**src/rtl/hvl_pkg.sv**
```systemverilog
package hvl_pkg;
    typedef enum logic [2:0] {
        ST_IDLE,
        ST_STEP,
        ST_REQ,
        ST_WAIT,
        ST_FIN,
        ST_BAD
    } hvl_state_t;

    localparam logic [9:0] OPC_HIGH = 10'b1010010100;
    localparam logic [2:0] OPC_MID  = 3'b010;
    localparam logic [4:0] IDX_ZR   = 5'b11111;
endpackage

```
**src/rtl/hvl_decode.sv**
```systemverilog
module hvl_decode
    import hvl_pkg::*;
(
    input  logic [31:0] instr,
    output logic        legal,
    output logic        elem64
);
    logic opc_ok;

    always_comb begin
        opc_ok = (instr[31:22] == OPC_HIGH) && (instr[15:13] == OPC_MID);
        legal  = opc_ok && (instr[20:16] != IDX_ZR);
        elem64 = ~instr[21];
    end
endmodule

```
**src/rtl/hvl_addr.sv**
```systemverilog
module hvl_addr (
    input  logic [63:0] base,
    input  logic [63:0] idx,
    output logic [63:0] addr
);
    always_comb addr = base + {idx[62:0], 1'b0};
endmodule

```
**src/rtl/hvl_lanes.sv**
```systemverilog
module hvl_lanes #(
    parameter int VL = 128
) (
    input  logic                       clk,
    input  logic                       rst_n,
    input  logic                       clr,
    input  logic                       wr_en,
    input  logic                       elem64,
    input  logic                       active,
    input  logic [$clog2(VL/32)-1:0]   elem,
    input  logic [15:0]                hword,
    output logic [VL-1:0]              result
);
    localparam int NW = VL / 32;
    localparam int EW = $clog2(NW);

    logic [31:0] lo_w;
    logic [31:0] hi_w;

    always_comb begin
        lo_w = {{16{hword[15]}}, hword};
        hi_w = {32{hword[15]}};
    end

    for (genvar w = 0; w < NW; w++) begin : g_word
        logic        hit;
        logic [31:0] wdata;
        logic [31:0] word_q;

        always_comb begin
            hit = elem64 ? (elem == EW'(w / 2)) : (elem == EW'(w));
            if (!active)
                wdata = 32'd0;
            else if (elem64 && (w % 2 == 1))
                wdata = hi_w;
            else
                wdata = lo_w;
        end

        always_ff @(posedge clk or negedge rst_n) begin
            if (!rst_n)
                word_q <= 32'd0;
            else if (clr)
                word_q <= 32'd0;
            else if (wr_en && hit)
                word_q <= wdata;
        end

        assign result[w*32 +: 32] = word_q;
    end
endmodule

```
**src/rtl/hword_vload_seq.sv**
```systemverilog
module hword_vload_seq
    import hvl_pkg::*;
#(
    parameter int VL = 128
) (
    input  logic              clk,
    input  logic              rst_n,
    input  logic              start,
    input  logic [31:0]       instr,
    input  logic [63:0]       base,
    input  logic [63:0]       index,
    input  logic [VL/8-1:0]   pred,
    output logic              mem_req_valid,
    input  logic              mem_req_ready,
    output logic [63:0]       mem_req_addr,
    input  logic              mem_rsp_valid,
    input  logic [15:0]       mem_rsp_data,
    output logic [VL-1:0]     result,
    output logic              done,
    output logic              undef
);
    localparam int NW  = VL / 32;
    localparam int EW  = $clog2(NW);
    localparam int PL  = VL / 8;
    localparam int PIW = $clog2(PL);

    hvl_state_t st, st_nx;

    logic [EW-1:0]   elem;
    logic [63:0]     base_q;
    logic [63:0]     idx_q;
    logic [PL-1:0]   pred_q;
    logic            elem64_q;
    logic            legal;
    logic            elem64_in;
    logic            accept;
    logic            active;
    logic            last;
    logic            adv;
    logic [EW+2:0]   pbit;

    hvl_decode u_dec (
        .instr  (instr),
        .legal  (legal),
        .elem64 (elem64_in)
    );

    hvl_addr u_addr (
        .base (base_q),
        .idx  (idx_q),
        .addr (mem_req_addr)
    );

    always_comb begin
        accept = (st == ST_IDLE) && start;
        pbit   = elem64_q ? {elem, 3'b000} : {1'b0, elem, 2'b00};
        active = pred_q[pbit[PIW-1:0]];
        last   = elem64_q ? (elem == EW'(NW / 2 - 1)) : (elem == EW'(NW - 1));
        adv    = ((st == ST_STEP) && !active) || ((st == ST_WAIT) && mem_rsp_valid);
    end

    hvl_lanes #(.VL(VL)) u_lanes (
        .clk    (clk),
        .rst_n  (rst_n),
        .clr    (accept && legal),
        .wr_en  (adv),
        .elem64 (elem64_q),
        .active (st == ST_WAIT),
        .elem   (elem),
        .hword  (mem_rsp_data),
        .result (result)
    );

    // next-state logic
    always_comb begin
        st_nx = st;
        unique case (st)
            ST_IDLE: if (start) st_nx = legal ? ST_STEP : ST_BAD;
            ST_STEP: begin
                if (active)
                    st_nx = ST_REQ;
                else if (last)
                    st_nx = ST_FIN;
            end
            ST_REQ:  if (mem_req_ready) st_nx = ST_WAIT;
            ST_WAIT: if (mem_rsp_valid) st_nx = last ? ST_FIN : ST_STEP;
            ST_FIN:  st_nx = ST_IDLE;
            ST_BAD:  st_nx = ST_IDLE;
            default: st_nx = ST_IDLE;
        endcase
    end

    // state register
    always_ff @(posedge clk or negedge rst_n) begin
        if (!rst_n)
            st <= ST_IDLE;
        else
            st <= st_nx;
    end

    // outputs
    always_comb begin
        mem_req_valid = (st == ST_REQ);
        done          = (st == ST_FIN);
        undef         = (st == ST_BAD);
    end

    // operand capture and element walk
    always_ff @(posedge clk or negedge rst_n) begin
        if (!rst_n) begin
            elem     <= '0;
            base_q   <= '0;
            idx_q    <= '0;
            pred_q   <= '0;
            elem64_q <= 1'b0;
        end else if (accept) begin
            elem     <= '0;
            base_q   <= base;
            idx_q    <= index;
            pred_q   <= pred;
            elem64_q <= elem64_in;
        end else if (adv) begin
            elem  <= elem + 1'b1;
            idx_q <= idx_q + 64'd1;
        end
    end
endmodule

```
**config.mk**
```make
export PLATFORM = sky130hd
export DESIGN_NAME = hword_vload_seq
export DESIGN_NICKNAME = d
export VERILOG_FILES = /design/src/rtl/hvl_pkg.sv /design/src/rtl/hvl_decode.sv /design/src/rtl/hvl_addr.sv /design/src/rtl/hvl_lanes.sv /design/src/rtl/hword_vload_seq.sv
export SDC_FILE = /design/constraint.sdc
export NUM_CORES = 1
export LEC_CHECK = 0
export BUFFER_PORTS_ARGS = -buffer_cell sky130_fd_sc_hd__buf_2
export CAP_MARGIN = 20
export CORE_MARGIN = 4
export CORE_UTILIZATION = 57
export DETAILED_ROUTE_END_ITERATION = 16
export PLACE_DENSITY = 0.87
export SETUP_SLACK_MARGIN = 0.02
export SYNTH_ARGS = -nofsm -noshare
export SYNTH_HDL_FRONTEND = slang
export SYNTH_SLANG_ARGS = --single-unit
```
**constraint.sdc**
```tcl
create_clock -name clk -period 8.15 [get_ports clk]
set_input_delay 1.63 -clock clk [delete_from_list [all_inputs] [get_ports clk]]
set_output_delay 1.63 -clock clk [all_outputs]
set_load 0.03 [all_outputs]
```
==> results.yml <==
clocking:
  ctsHoldBuffers: 0
  post_cts_buffers: 0
  post_cts_resized: 0
  cts_made_buffers: 22
  cts_sinks: 201
  htreeDepth: 1
  cts_tree: "yes"
  cts.clk_slew.worst_paths_ns: 0.06
  max-clock-path-buffers: 3
  clockRootBuffer: "clkbuf_16"
  insertion_delay_ns: 0.51
grt:
  grt_antenna_before_repair: 3
  grt_usage_pct: 29.1
  first_global_vias: 12100
  grt_max_degree: 200
  overflow: 0
  grt_pass1_wl_mm: 62.2
placement:
  gp_congestion: 0.939
  dp.cells: 2050
  dp_hpwl_mm: 29.1
  numPortBuffers: 365
timing:
  fmax_mhz: 154
  min_period_ns: 6.50
  fin_crit_sh_pct: 79.8
  fin_tns_setup_ns: 0
  tightest_slew_ns: 0.953
  hold_viol: 0
  max-slew-margin-rel_pct: 36.5
  slew_viol_final: 0
  fin_skew_ns: 0.00845
  grt_setup_unrepaired: "false"
  setup_violations: 0
synth:
  synth_top_family_by_area: "simple AND/OR/NAND/NOR gates"
  synthSimpleGateAreaFrac_pct: 18.4
  async_flop_share_pct: 100
  synth_area_sq_um: 13200
  synth-edff-count: 0
  yosysTopAreaCellShare_pct: 38.0
  synth-seq-cells: 201
  synth_xor_area_share_pct: 8.13
  synth_nets: 1774
  synth_ff_type: "dfrtp_1"
  synth-compound-area-share_pct: 16.3
  synth_cells: 1509
  synth.area.mux_share_pct: 6.04
  yosys_warnings: 0
  synth_cell_types: 63
  syn_avg_cell_area_sq_um: 8.78
  yosys-top-cells-area: "dfrtp_1, o21ai_0, ha_1"
  synth_commonest_cells: "dfrtp_1, o21ai_0, nand2_1, nand3_1, a21oi_1"
  synth_fa_ha_area_share_pct: 6.48
  yosysTopAreaCell: "dfrtp_1"
  yosys.cell_count.top_type: "dfrtp_1"
  synth-seq-area-share_pct: 38.0
floorplanning:
  placement_rows: 55
  start_util_pct: 58.2
  die_w_um: 160
  num_io_pins: 392
  coreArea_sq_um: 22800
  die_h_um: 160
  die-area_sq_um: 25700
cells_and_area:
  fin_cells: 2093
  fin_nets: 2029
  final_layout_size_suffix_gt1_share_pct: 27.9
  area_growth_pct: 17.8
setup_path:
  critical_path_depth: 12
  crit_start: "idx_q[0]$_DFFE_PN0P_"
  cpPeakStageDelay_ns: 0.65
  crit_chain: "ha_1, fa_1, a21o_1, a221oi_1, o21ai_0, o2bb2ai_1, a31oi_1, o21ai_0, o21ai_0, o21ai_0, xor2_1, buf_2"
  timing.rr.end: "idx_q[58]$_DFFE_PN0P_"
  start_kind: "register"
  crit_path_max_fanout: 5
  worstSetupEndpointType: "output pin"
  timing.rr.start: "elem[0]$_DFFE_PN0P_"
  path_common_cell: "o21ai_0"
  cp_data_required_time_ns: 6.52
  cp_num_buf_inv: 1
  worst-r2r-setup-slack_ns: 4.68
  cp_top_family: "compound AO/OA/AOI/OAI gates"
  setup.worst_path.class: "reg2out"
  arrival_ns: 4.87
  crit_path_top_delay_cell: "o21ai_0"
  reg2regPathDepth: 9
hold_path:
  hold_depth: 2
  whs_endpoint: "u_lanes.g_word[1].word_q[3]$_DFFE_PN0P_"
  hold_start: "u_lanes.g_word[1].word_q[3]$_DFFE_PN0P_"
  hold_path.class: "reg2reg"
routing:
  remaining_drc_errors: 0
  first_iter_violations: 939
  firstDrtPassIters: 5
  vias_per_cell: 5.82
  post_drt_wl_per_cell_um: 18.6
  drtAntennaViolNets: 0
  routed_wl_mm: 38.8
  via_count: 12200
outcome:
  status: "completed"
job:
  cap_violations: 0
-- routing by layer --
| layer | wire length, um | GRT usage, % | vias to the layer above |
|---|---|---|---|
| met5 | 0 | 0 | - |
| met4 | 1360 | 9.78 | 0 |
| met3 | 3010 | 5.39 | 85 |
| met2 | 18800 | 49.3 | 541 |
| met1 | 15700 | 37.6 | 5781 |
| li1 | - | - | 5777 |
-- sequential cells by signal (all words and copies together) (netlist names) --
register / flops
elem: 2
u_lanes.g_word.word_q: 64
elem64_q: 1
pred_q: 4
st: 3
idx_q: 63
base_q: 64
-- worst max path at each step --
| stage | end | slack (ns) |
|---|---|---|
| 2_1_floorplan | mem_req_addr[58] | 2.92 |
| 3_3_place_gp | mem_req_addr[49] | 2.47 |
| 3_5_place_dp | mem_req_addr[49] | 2.34 |
| 4_1_cts | mem_req_addr[49] | 1.75 |
| 5_1_grt | mem_req_addr[49] | 1.31 |
| 6_report | mem_req_addr[49] | 1.65 |
-- worst min-delay path: stages, from the launching register on --
cell	delay, ns
dfrtp_1	0.34
nand3_1	0.06
o21ai_0	0.06
-- layout make-up --
class                      instances  area, sq um
timing repair buffer             372         1940
fill                            1776         7170
sequential                       201         5030
inverter                          30          113
clock inverter                     9          159
multi-input combinational       1137         7340
clock buffer                      28          623
tap                              313          392
antenna                            3         7.51
-- metrics by stage --
stage | worst slack, ns | hold WS, ns | cell area (sq um) | util, %
2_1_floorplan | 2.92 | 0.481 | 13200 | -
3_3_place_gp | 2.47 | 0.477 | 14800 | 64.8
3_5_place_dp | 2.34 | 0.485 | 14800 | 64.8
4_1_cts | 1.75 | 0.499 | 15500 | 68.2
5_1_grt | 1.31 | 0.531 | 15600 | 68.5
6_report | 1.65 | 0.493 | 15600 | 68.5
-- kinds of logic after synthesis --
| kind of cell | after synthesis |
|---|---|
| buf+inv | 171 |
| flops | 201 |
| xor+xnor | 123 |
| simple gates | 503 |
| mux | 71 |
| compound gates | 372 |
| fa+ha+maj | 68 |
-- placed cells by master (no fill, tap or decap), types with 4 or more instances in the layout --
cell type	synthesis	layout
buf_2	2	364
dfrtp_1	201	201
o21ai_0	180	180
nand2_1	176	175
nand3_1	105	105
a21oi_1	89	89
nor2_1	76	75
xnor2_1	72	72
mux2_2	68	68
ha_1	67	67
xor2_1	51	51
inv_1	30	30
nand4_1	30	30
a21o_1	28	28
nor3_1	23	22
clkbuf_16	0	22
and3_1	18	18
o21bai_1	18	18
nor2b_1	18	18
or3_1	9	9
a31oi_1	7	7
or4_1	7	7
or2_2	7	7
and4_1	7	7
o21ai_1	7	7
o211ai_1	6	6
and2_1	6	6
nand2b_1	6	6
clkbuf_8	0	6
o21a_1	5	5
nor3b_1	4	4
o221ai_1	4	4
bufinv_16	0	4
Power is not shown: default switching activity piles up to over one toggle a cycle in this logic, so the estimate is an artifact.
